===== src/rtl/usb_ls_rx_pkg.sv =====
package usb_ls_rx_pkg;

  typedef enum logic [1:0] {
    ST_IDLE  = 2'd0,
    ST_HUNT  = 2'd1,
    ST_RECV  = 2'd2,
    ST_DRAIN = 2'd3
  } rx_state_e;

  localparam int unsigned BYTE_W = 8;

endpackage


===== src/rtl/usb_ls_rx_dpll.sv =====
module usb_ls_rx_dpll #(
  parameter int unsigned CLKS_PER_BIT = 11,
  parameter int unsigned SAMPLE_OFS   = 5
) (
  input  logic clk,
  input  logic rst_n,
  input  logic line_dp,
  input  logic line_dm,
  output logic edge_o,
  output logic to_k_o,
  output logic sample_o
);

  localparam int unsigned CW = $clog2(CLKS_PER_BIT);
  localparam logic [CW-1:0] CNT_LAST = CW'(CLKS_PER_BIT - 1);
  localparam logic [CW-1:0] CNT_SMP  = CW'(SAMPLE_OFS);
  localparam logic [CW-1:0] CNT_ONE  = CW'(1);

  logic          lvl_q, lvl_d;
  logic [CW-1:0] cnt_q, cnt_d;
  logic          jk;

  // Differential level present (J or K), and it differs from the last one seen.
  assign jk       = line_dp ^ line_dm;
  assign edge_o   = jk && (line_dm != lvl_q);
  assign to_k_o   = edge_o && !line_dm;
  assign sample_o = !edge_o && (cnt_q == CNT_SMP);

  always_comb begin
    lvl_d = jk ? line_dm : lvl_q;
    if (edge_o) begin
      cnt_d = CNT_ONE;
    end else if (cnt_q == CNT_LAST) begin
      cnt_d = '0;
    end else begin
      cnt_d = cnt_q + CNT_ONE;
    end
  end

  always_ff @(posedge clk or negedge rst_n) begin
    if (!rst_n) begin
      lvl_q <= 1'b1;
      cnt_q <= '0;
    end else begin
      lvl_q <= lvl_d;
      cnt_q <= cnt_d;
    end
  end

  AST_EDGE_REALIGN: assert property (@(posedge clk) disable iff (!rst_n)
    edge_o |=> (cnt_q == CNT_ONE)) else $error("edge did not realign phase");

endmodule


===== src/rtl/usb_ls_rx_unstuff.sv =====
module usb_ls_rx_unstuff #(
  parameter int unsigned STUFF_RUN = 6
) (
  input  logic clk,
  input  logic rst_n,
  input  logic start_i,
  input  logic smp_i,
  input  logic line_dm,
  output logic bit_vld_o,
  output logic bit_val_o
);

  localparam int unsigned RW = $clog2(STUFF_RUN + 1);
  localparam logic [RW-1:0] RUN_MAX = RW'(STUFF_RUN);
  localparam logic [RW-1:0] RUN_ONE = RW'(1);

  logic          prev_q, prev_d;
  logic [RW-1:0] ones_q, ones_d;
  logic          stuffed;

  assign bit_val_o = (line_dm == prev_q);
  assign stuffed   = (ones_q == RUN_MAX);
  assign bit_vld_o = smp_i && !stuffed;

  always_comb begin
    prev_d = prev_q;
    ones_d = ones_q;
    if (start_i) begin
      prev_d = 1'b0;      // final sync level is K (D- low)
      ones_d = RUN_ONE;   // final sync bit is a decoded 1
    end else if (smp_i) begin
      prev_d = line_dm;
      if (stuffed) begin
        ones_d = '0;
      end else if (bit_val_o) begin
        ones_d = ones_q + RUN_ONE;
      end else begin
        ones_d = '0;
      end
    end
  end

  always_ff @(posedge clk or negedge rst_n) begin
    if (!rst_n) begin
      prev_q <= 1'b0;
      ones_q <= '0;
    end else begin
      prev_q <= prev_d;
      ones_q <= ones_d;
    end
  end

  AST_RUN_LIMIT: assert property (@(posedge clk) disable iff (!rst_n)
    ones_q <= RUN_MAX) else $error("ones run beyond stuffing limit");

endmodule


===== src/rtl/usb_ls_rx_pack.sv =====
module usb_ls_rx_pack
  import usb_ls_rx_pkg::*;
#(
  parameter int unsigned BUF_BYTES = 11,
  localparam int unsigned NW = $clog2(BUF_BYTES + 1)
) (
  input  logic              clk,
  input  logic              rst_n,
  input  logic              start_i,
  input  logic              bit_vld_i,
  input  logic              bit_val_i,
  input  logic              se0_end_i,
  output logic              ovf_hit_o,
  output logic              byte_vld_o,
  output logic [BYTE_W-1:0] byte_o,
  output logic              eop_o,
  output logic [NW-1:0]     count_o,
  output logic              ovf_o
);

  localparam logic [NW-1:0] NB_MAX = NW'(BUF_BYTES);
  localparam logic [NW-1:0] NB_ONE = NW'(1);

  logic [BYTE_W-1:0] sh_q, sh_d;
  logic [2:0]        bitcnt_q, bitcnt_d;
  logic [NW-1:0]     nb_q, nb_d;
  logic              full;
  logic [BYTE_W-1:0] next_byte;

  logic              vld_q;
  logic [BYTE_W-1:0] byte_q, byte_d;
  logic              eop_q;
  logic [NW-1:0]     cnt_q, cnt_d;
  logic              ovf_q;

  assign next_byte = {bit_val_i, sh_q[BYTE_W-1:1]};
  assign full      = bit_vld_i && (bitcnt_q == 3'd7);
  assign ovf_hit_o = full && (nb_q == NB_MAX);

  always_comb begin
    sh_d     = sh_q;
    bitcnt_d = bitcnt_q;
    nb_d     = nb_q;
    if (start_i) begin
      bitcnt_d = '0;
      nb_d     = '0;
    end else if (bit_vld_i) begin
      sh_d     = next_byte;
      bitcnt_d = bitcnt_q + 3'd1;
      if (full && !ovf_hit_o) begin
        nb_d = nb_q + NB_ONE;
      end
    end
    byte_d = (full && !ovf_hit_o) ? next_byte : byte_q;
    cnt_d  = se0_end_i ? nb_q : '0;
  end

  always_ff @(posedge clk or negedge rst_n) begin
    if (!rst_n) begin
      sh_q     <= '0;
      bitcnt_q <= '0;
      nb_q     <= '0;
      vld_q    <= 1'b0;
      byte_q   <= '0;
      eop_q    <= 1'b0;
      cnt_q    <= '0;
      ovf_q    <= 1'b0;
    end else begin
      sh_q     <= sh_d;
      bitcnt_q <= bitcnt_d;
      nb_q     <= nb_d;
      vld_q    <= full && !ovf_hit_o;
      byte_q   <= byte_d;
      eop_q    <= se0_end_i;
      cnt_q    <= cnt_d;
      ovf_q    <= ovf_hit_o;
    end
  end

  assign byte_vld_o = vld_q;
  assign byte_o     = byte_q;
  assign eop_o      = eop_q;
  assign count_o    = cnt_q;
  assign ovf_o      = ovf_q;

  AST_OVF_AT_LIMIT: assert property (@(posedge clk) disable iff (!rst_n)
    ovf_o |-> (nb_q == NB_MAX)) else $error("overflow below buffer limit");

  AST_EOP_BOUND: assert property (@(posedge clk) disable iff (!rst_n)
    eop_o |-> (count_o <= NB_MAX)) else $error("count beyond buffer");

endmodule


===== src/rtl/usb_ls_rx.sv =====
module usb_ls_rx
  import usb_ls_rx_pkg::*;
#(
  parameter int unsigned CLKS_PER_BIT  = 11,
  parameter int unsigned SAMPLE_OFS    = 5,
  parameter int unsigned BUF_BYTES     = 11,
  parameter int unsigned STUFF_RUN     = 6,
  parameter int unsigned SYNC_TMO_BITS = 3,
  localparam int unsigned NW = $clog2(BUF_BYTES + 1)
) (
  input  logic              clk,
  input  logic              rst_n,
  input  logic              line_dp,
  input  logic              line_dm,
  output logic              rx_byte_vld,
  output logic [BYTE_W-1:0] rx_byte,
  output logic              rx_eop,
  output logic [NW-1:0]     rx_count,
  output logic              rx_overflow,
  output logic              rx_sync_err
);

  localparam int unsigned TMO = SYNC_TMO_BITS * CLKS_PER_BIT;
  localparam int unsigned TW  = $clog2(TMO + 1);
  localparam logic [TW-1:0] TMO_LAST = TW'(TMO - 1);

  rx_state_e     state_q, state_d;
  logic          k_q, k_d;
  logic [TW-1:0] tmo_q, tmo_d;
  logic          serr_q, serr_d;

  logic edge_w, to_k_w, sample_w;
  logic start_w, smp_rx_w, se0_end_w, ovf_hit_w;
  logic bit_vld_w, bit_val_w;
  logic is_k, is_se0, is_jk;

  assign is_k   = line_dp && !line_dm;
  assign is_se0 = !line_dp && !line_dm;
  assign is_jk  = line_dp ^ line_dm;

  usb_ls_rx_dpll #(
    .CLKS_PER_BIT(CLKS_PER_BIT),
    .SAMPLE_OFS  (SAMPLE_OFS)
  ) u_dpll (
    .clk     (clk),
    .rst_n   (rst_n),
    .line_dp (line_dp),
    .line_dm (line_dm),
    .edge_o  (edge_w),
    .to_k_o  (to_k_w),
    .sample_o(sample_w)
  );

  usb_ls_rx_unstuff #(
    .STUFF_RUN(STUFF_RUN)
  ) u_unstuff (
    .clk      (clk),
    .rst_n    (rst_n),
    .start_i  (start_w),
    .smp_i    (smp_rx_w),
    .line_dm  (line_dm),
    .bit_vld_o(bit_vld_w),
    .bit_val_o(bit_val_w)
  );

  usb_ls_rx_pack #(
    .BUF_BYTES(BUF_BYTES)
  ) u_pack (
    .clk       (clk),
    .rst_n     (rst_n),
    .start_i   (start_w),
    .bit_vld_i (bit_vld_w),
    .bit_val_i (bit_val_w),
    .se0_end_i (se0_end_w),
    .ovf_hit_o (ovf_hit_w),
    .byte_vld_o(rx_byte_vld),
    .byte_o    (rx_byte),
    .eop_o     (rx_eop),
    .count_o   (rx_count),
    .ovf_o     (rx_overflow)
  );

  always_comb begin
    state_d   = state_q;
    k_d       = k_q;
    tmo_d     = tmo_q;
    serr_d    = 1'b0;
    start_w   = 1'b0;
    smp_rx_w  = 1'b0;
    se0_end_w = 1'b0;
    unique case (state_q)
      ST_IDLE: begin
        if (to_k_w) begin
          state_d = ST_HUNT;
          k_d     = 1'b0;
          tmo_d   = '0;
        end
      end
      ST_HUNT: begin
        tmo_d = edge_w ? '0 : tmo_q + TW'(1);
        if (sample_w) begin
          k_d = is_k;
          if (is_k && k_q) begin
            state_d = ST_RECV;
            start_w = 1'b1;
          end
        end
        if (!edge_w && (tmo_q == TMO_LAST)) begin
          state_d = ST_IDLE;
          serr_d  = 1'b1;
          start_w = 1'b0;
        end
      end
      ST_RECV: begin
        if (sample_w) begin
          if (is_se0) begin
            se0_end_w = 1'b1;
            state_d   = ST_IDLE;
          end else if (is_jk) begin
            smp_rx_w = 1'b1;
          end
        end
        if (ovf_hit_w) begin
          state_d = ST_DRAIN;
        end
      end
      ST_DRAIN: begin
        if (is_se0) begin
          state_d = ST_IDLE;
        end
      end
      default: state_d = ST_IDLE;
    endcase
  end

  always_ff @(posedge clk or negedge rst_n) begin
    if (!rst_n) begin
      state_q <= ST_IDLE;
      k_q     <= 1'b0;
      tmo_q   <= '0;
      serr_q  <= 1'b0;
    end else begin
      state_q <= state_d;
      k_q     <= k_d;
      tmo_q   <= tmo_d;
      serr_q  <= serr_d;
    end
  end

  assign rx_sync_err = serr_q;

  AST_ONE_EVENT: assert property (@(posedge clk) disable iff (!rst_n)
    $onehot0({rx_byte_vld, rx_eop, rx_overflow, rx_sync_err})) else $error("events overlap");

  AST_SYNCERR_FROM_HUNT: assert property (@(posedge clk) disable iff (!rst_n)
    rx_sync_err |-> ($past(state_q) == ST_HUNT)) else $error("sync error outside hunt");

  AST_START_ON_K: assert property (@(posedge clk) disable iff (!rst_n)
    (state_q == ST_IDLE && state_d == ST_HUNT) |-> (line_dp && !line_dm)) else $error("start not on K");

  AST_BODY_AFTER_KK: assert property (@(posedge clk) disable iff (!rst_n)
    (state_q == ST_HUNT && state_d == ST_RECV) |-> (k_q && is_k)) else $error("body without two K");

endmodule


===== config.mk =====
export PLATFORM = sky130hd
export DESIGN_NAME = usb_ls_rx
export DESIGN_NICKNAME = d
export VERILOG_FILES = /design/src/rtl/usb_ls_rx_pkg.sv /design/src/rtl/usb_ls_rx_dpll.sv /design/src/rtl/usb_ls_rx_unstuff.sv /design/src/rtl/usb_ls_rx_pack.sv /design/src/rtl/usb_ls_rx.sv
export SDC_FILE = /design/constraint.sdc
export NUM_CORES = 1
export LEC_CHECK = 0
export BUFFER_PORTS_ARGS = -buffer_cell sky130_fd_sc_hd__buf_2
export CORE_MARGIN = 3
export CORE_UTILIZATION = 45
export DETAILED_ROUTE_END_ITERATION = 16
export GPL_TIMING_DRIVEN = 0
export PLACE_DENSITY = 0.7
export RECOVER_POWER = 25
export SYNTH_ARGS = -nofsm -noshare
export SYNTH_HDL_FRONTEND = slang
export SYNTH_SLANG_ARGS = --single-unit

===== constraint.sdc =====
create_clock -name clk -period 4.5 [get_ports clk]
set_clock_uncertainty 0.15 [all_clocks]
set_input_delay 1.125 -clock clk [delete_from_list [all_inputs] [get_ports clk]]
set_output_delay 1.125 -clock clk [all_outputs]
set_load 0.1 [all_outputs]

==> results.py, run 1 <==
metrics = {
    "drt": {
        "wirelength_um": 3680,
        "drc": 0,
        "ant_nets": 0,
        "first_iter_violations": 62,
        "vias": 1503,
        "wl_per_cell_um": 12.6,
        "viasPerCell": 5.13,
        "firstDrtPassIters": 4,
    },
    "sta": {
        "fmax_mhz": 318,
        "setup_viol": 0,
        "grt_setup_unrepaired": "false",
        "fin_crit_sh": 0.699,
        "min_period_ns": 3.15,
        "max-slew-margin-rel": -0.656,
        "worst_pin_slew_ns": 2.48,
        "drv_slew": 49,
        "tns_ns": 0,
        "finalHoldViolations": 0,
        "whs_ns": 0.354,
    },
    "setup_path": {
        "cp_num_buf_inv": 1,
        "critical_path.top_delay_family": "buffers and inverters",
        "worst_ep_required_time_ns": 4.24,
        "critical_path.max_fanout": 48,
        "worst_path_max_delay_cell": "clkbuf_1",
        "startpoint_type": "primary input",
        "worstSetupEndpointType": "async pin",
        "max_stage_delay_ns": 1.73,
        "crit_chain": "clkbuf_1",
        "arrival_ns": 2.88,
        "critPathKind": "primary input to async pin",
    },
    "floorplanning": {
        "core-area_mm2": 0.00488,
        "die_w_um": 78.2,
        "die_y_um": 78.2,
        "start_util": 0.481,
        "io_pins": 20,
        "die_area_mm2": 0.00612,
        "rows": 25,
    },
    "yosys": {
        "ys_seq_elements": 48,
        "synthMuxAreaShare": 0.0715,
        "synth_top_family_by_area": "simple AND/OR/NAND/NOR gates",
        "synth-warning-count": 0,
        "synth-xor-area-share": 0.0251,
        "synth.yosys.seq_area_share": 0.513,
        "syn-cell-area_mm2": 0.00235,
        "synthArstFlopShare": 1.00,
        "synth_edf_count": 0,
        "avgSynthCellArea_um2": 11.7,
        "synth_compound_area_frac": 0.129,
        "yosys.area_share.adder": 0.0480,
        "synth_common_cells": "dfrtp_1, mux2_2, nand2_1, inv_1",
        "synth_top_area_frac": 0.501,
        "synthTopCellsByArea": "dfrtp_1, mux2_2, ha_1",
        "yosys_most_used_dff": "dfrtp_1",
        "synth.largest_area_cell": "dfrtp_1",
        "ys_types": 56,
        "synth_cells": 200,
        "synthSimpleGateAreaFrac": 0.178,
        "syn-num-nets": 213,
        "yosysMostFrequentCell": "dfrtp_1",
    },
    "place": {
        "gp_routability_congestion": 0.792,
        "placed_cells": 285,
        "portBuffers": 18,
        "place_hpwl_um": 2580,
    },
    "grt": {
        "grt_pass1_vias": 1419,
        "grt-ovfl-total": 0,
        "gr-usage-met1": 0.187,
        "use_met3": 0.0275,
        "top_usage_layer": "met2",
        "antenna_found_initial": 0,
        "grt_max_degree": 49,
        "grtUsageMet2": 0.202,
        "track_usage": 0.133,
        "grt_pass1_wl_um": 6570,
    },
    "clock_network": {
        "cts_max_level": 2,
        "clk_pin_slew_ns": 0.08,
        "cts_resized": 0,
        "cts_hold_buf": 0,
        "cts-root-buf": "clkbuf_8",
        "tritoncts": "done",
        "post-cts-setup-buffers": 0,
        "cts_buffers": 5,
        "clk_latency_ns": 0.30,
        "clk_path_buf_depth": 2,
        "cts_sinks": 48,
    },
    "final_layout": {
        "drive_above_1_share": 0.243,
        "fillers": 443,
        "final_nets": 238,
        "seq_area_mm2": 0.00120,
        "area_growth_syn_to_layout_pct": 11.4,
        "multi_input_area_mm2": 0.00106,
        "final_cells": 293,
        "finish.utilization": 0.535,
        "diodes": 0,
    },
    "power_and_ir_drop": {
        "power.density_mw_per_mm2": 396,
        "peakVddDrop_mv": 0.183,
        "p_leak_nw": 1.27,
        "power_mw": 1.03,
    },
    "run_status": {
        "outcome": "finished with violations",
        "violations": "capacitance limit, slew limit",
    },
    "hold_path": {
        "hold_path.class": "flop to flop",
    },
    "job": {
        "drv_cap": 1,
    },
}
kinds of logic after synthesis:
logic type / after synthesis
flops: 48
fa+ha+maj: 9
mux: 15
xor+xnor: 5
buf+inv: 17
compound gates: 41
simple gates: 65
flip-flops by register name, indices dropped and copies added (netlist names):
signal             cells
k_q                    1
rx_sync_err            1
state_q                2
tmo_q                  6
u_dpll.cnt_q           4
u_dpll.lvl_q           1
u_pack.bitcnt_q        3
u_pack.byte_o          8
u_pack.byte_vld_o      1
u_pack.count_o         4
u_pack.eop_o           1
u_pack.nb_q            4
u_pack.ovf_o           1
u_pack.sh_q            7
u_unstuff.ones_q       3
u_unstuff.prev_q       1
final timing paths:
kind	slack (ns)	from	cells past startpoint	endpoint
worst max-delay path	1.35	rst_n	1	u_pack.bitcnt_q[2]
max in group clk	1.63	line_dm	8	u_pack.byte_o[6]
worst min register to register	0.35	u_pack.byte_o[0]	1	u_pack.byte_o[0]
worst min-delay path	0.35	u_pack.byte_o[0]	1	u_pack.byte_o[0]
min in group asynchronous	1.43	rst_n	1	tmo_q[3]
worst max register to register	2.41	u_unstuff.ones_q[0]	6	u_pack.byte_o[6]
through the flow:
stage,area (um2),setup slack [ns]
after floorplan,2350,1.53
after global placement,2520,1.34
after global routing,2610,0.817
final,2610,1.35
after detailed placement,2520,1.31
after CTS,2610,1.62
metal layers:
| metal | part of all wire | routed length (um) | up-vias |
|---|---|---|---|
| li1 | - | - | 764 |
| met1 | 0.52 | 1900 | 706 |
| met2 | 0.43 | 1590 | 29 |
| met3 | 0.037 | 138 | 4 |
| met4 | 0.014 | 52 | 0 |
| met5 | 0 | 0 | - |
cell type report:
class | instances | area share
sequential | 48 | 0.460
clock inverter | 1 | 0.00287
inverter | 13 | 0.0187
clock buffer | 7 | 0.0330
tap | 67 | 0.0321
buffer | 4 | 0.0134
multi-input combinational | 135 | 0.406
timing repair buffer | 18 | 0.0340
cells in the final DEF, fill, tap and decap left out, drive strengths merged, types with 3 or more instances in the layout:
master / Yosys / final
dfrtp: 47 / 47
buf: 4 / 21
nand2: 14 / 14
mux2: 14 / 14
inv: 13 / 13
o21ai: 11 / 11
ha: 9 / 9
a21oi: 9 / 9
clkbuf: 0 / 8
nor2: 7 / 7
and3: 5 / 5
nor3: 5 / 5
nand3: 5 / 5
nand2b: 4 / 4
or3: 4 / 4
nand4: 4 / 4
nand3b: 3 / 3
a31oi: 3 / 3
a211o: 3 / 3
and2: 3 / 3
xnor2: 3 / 3
where the power goes:
part	switching, mW	internal (mW)
registers	0.0648	0.482
clock network	0.137	0.125
logic	0.122	0.102
total	0.324	0.709
Power figures use the tool's default switching activity.
==> run 2: changes to the inputs <==
--- a/config.mk
+++ b/config.mk
@@ -5,6 +5,7 @@
 export SDC_FILE = /design/constraint.sdc
 export NUM_CORES = 1
 export LEC_CHECK = 0
+export ABC_AREA = 1
 export BUFFER_PORTS_ARGS = -buffer_cell sky130_fd_sc_hd__buf_2
 export CORE_MARGIN = 3
 export CORE_UTILIZATION = 45
==> constraint.sdc (replaced) <==
create_clock -name clk -period 3.1 [get_ports clk]
set_clock_uncertainty 0.15 [all_clocks]
set_input_delay 0.775 -clock clk [delete_from_list [all_inputs] [get_ports clk]]
set_output_delay 0.775 -clock clk [all_outputs]
set_load 0.1 [all_outputs]
==> results.py, run 2 <==
metrics = {
    "setup_path": {
        "startpoint_type": "primary input",
        "arrival_ns": 2.39,
        "critPathKind": "primary input to flop",
        "worst_ep_required_time_ns": 3.14,
        "critical_path.max_fanout": 7,
        "worstSetupEndpointType": "flop",
    },
    "yosys": {
        "synthTopCellsByArea": "dfrtp_1, nand2_1, inv_1",
        "synth_cells": 264,
        "synth-xor-area-share": 0.0268,
        "synth.yosys.seq_area_share": 0.525,
        "ys_seq_elements": 48,
        "synthArstFlopShare": 1.00,
        "yosys_most_used_dff": "dfrtp_1",
        "synth_compound_area_frac": 0.0781,
        "synth_top_area_frac": 0.513,
        "syn-cell-area_mm2": 0.00229,
        "syn-num-nets": 277,
        "synth.largest_area_cell": "dfrtp_1",
        "yosysMostFrequentCell": "nand2_1",
        "synth-warning-count": 0,
        "yosys.area_share.adder": 0.0492,
        "synth_edf_count": 0,
        "synth_common_cells": "nand2_1, dfrtp_1, inv_1, nor2_1, nand3_1",
        "ys_types": 27,
        "synthMuxAreaShare": 0,
        "synthSimpleGateAreaFrac": 0.241,
        "synth_top_family_by_area": "simple AND/OR/NAND/NOR gates",
        "avgSynthCellArea_um2": 8.68,
    },
    "final_layout": {
        "final_nets": 303,
        "diodes": 0,
        "stdcell_area_mm2": 0.00261,
        "largest_reg_flops": 8,
        "mostFrequentLayoutCells": "nand2_1, dfrtp_1, inv_1, nor2_1",
        "drive_above_1_share": 0.158,
        "final_cells": 358,
        "fillers": 460,
        "layout_commonest_cell": "nand2_1",
        "area_growth_syn_to_layout_pct": 13.8,
    },
    "drt": {
        "viasPerCell": 4.74,
        "wirelength_um": 4120,
        "vias": 1698,
        "firstDrtPassIters": 4,
        "drc": 0,
        "wl_per_cell_um": 11.5,
        "first_iter_violations": 131,
        "ant_nets": 0,
    },
    "place": {
        "gp_routability_congestion": 0.804,
        "place_area_mm2": 0.00247,
        "dp_slack_ns": 0.447,
        "place_hpwl_um": 2940,
        "placed_cells": 350,
        "portBuffers": 19,
    },
    "sta": {
        "min_period_ns": 2.34,
        "tns_ns": 0,
        "worst_pin_slew_ns": 1.15,
        "fin_crit_sh": 0.756,
        "worst_slack_ns": 0.757,
        "max-slew-margin-rel": 0.235,
        "setup_viol": 0,
        "drv_slew": 0,
        "fmax_mhz": 427,
        "grt_setup_unrepaired": "false",
        "finalHoldViolations": 0,
    },
    "floorplanning": {
        "die_y_um": 77.4,
        "io_pins": 20,
        "rows": 25,
        "die_w_um": 77.4,
        "die_area_mm2": 0.00598,
        "start_util": 0.476,
        "core-area_mm2": 0.00482,
    },
    "clock_network": {
        "cts_buffers": 5,
        "cts_hold_buf": 0,
        "post-cts-setup-buffers": 0,
        "cts_max_level": 2,
        "cts_resized": 0,
        "clk_pin_slew_ns": 0.09,
        "cts_sinks": 48,
        "clk_latency_ns": 0.31,
        "clk_path_buf_depth": 2,
        "tritoncts": "done",
        "cts-root-buf": "clkbuf_8",
    },
    "grt": {
        "grt-ovfl-total": 0,
        "antenna_found_initial": 0,
        "grt_pass1_vias": 1710,
        "grt_pass1_wl_um": 7510,
        "track_usage": 0.156,
        "grt_max_degree": 49,
    },
    "power_and_ir_drop": {
        "peakVddDrop_mv": 0.243,
        "power.density_mw_per_mm2": 697,
        "p_leak_nw": 1.41,
    },
    "job": {
        "drv_cap": 0,
    },
    "run_status": {
        "outcome": "finished, final reports clean",
    },
    "hold_path": {
        "hold_path.class": "flop to flop",
    },
}
[run 2: kinds of logic (layout without fill, tap and decap cells)]
| kind of cell | count (synthesis) | after routing |
|---|---|---|
| compound gates | 34 | 34 |
| buf+inv | 45 | 72 |
| xor+xnor | 7 | 7 |
| simple gates | 121 | 121 |
| flops | 48 | 48 |
| fa+ha+maj | 9 | 9 |
[run 2: final timing paths]
| kind | from | endpoint | slack, ns | depth (start not counted) |
|---|---|---|---|---|
| worst max-delay path | line_dm | k_q | 0.76 | 10 |
| worst min-delay path | u_pack.byte_o[7] | u_pack.byte_o[7] | 0.34 | 2 |
| worst max register to register | tmo_q[0] | u_unstuff.ones_q[2] | 1.33 | 9 |
| worst min register to register | u_pack.byte_o[7] | u_pack.byte_o[7] | 0.34 | 2 |
| max in group asynchronous | rst_n | u_unstuff.prev_q | 1.56 | 1 |
| min in group asynchronous | rst_n | u_pack.count_o[2] | 0.53 | 1 |
[run 2: area by class of cell]
type | count | area (um2) | area share
plain buffers | 4 | 28.8 | 0.0110
clock inverters | 3 | 68.8 | 0.0264
flip-flops and latches | 48 | 1200 | 0.461
inverters | 41 | 155 | 0.0595
multi-input cells | 171 | 905 | 0.347
well taps | 67 | 83.8 | 0.0321
clock buffers | 5 | 68.8 | 0.0264
repair buffers | 19 | 95.1 | 0.0365
[run 2: critical path, stage by stage]
cell,delay (ns)
buf_2,0.14
inv_1,0.10
ha_1,0.38
inv_2,0.07
nor2_1,0.14
nand2_1,0.11
a21oi_2,0.32
o21ai_0,0.19
nand2_1,0.08
o21ai_1,0.06
[run 2: routing by layer]
layer / track usage / part of all wire
met1: 0.197 / 0.47
met4: 0.0480 / 0.013
met3: 0.0348 / 0.031
met5: 0 / 0
met2: 0.265 / 0.49
[run 2: stage by stage]
step	hold slack (ns)	util	power [mW]
global route	0.368	0.541	1.95
global placement	0.315	0.513	1.26
detailed placement	0.316	0.513	1.28
floorplan	0.303	-	1.17
finish	0.344	0.541	1.82
CTS	0.338	0.541	1.83
[run 2: power breakdown]
group,switching [mW],internal [mW],total (mW)
combinational,0.292,0.149,0.441
clock,0.220,0.325,0.545
sequential,0.0825,0.749,0.831
total,0.595,1.22,1.82
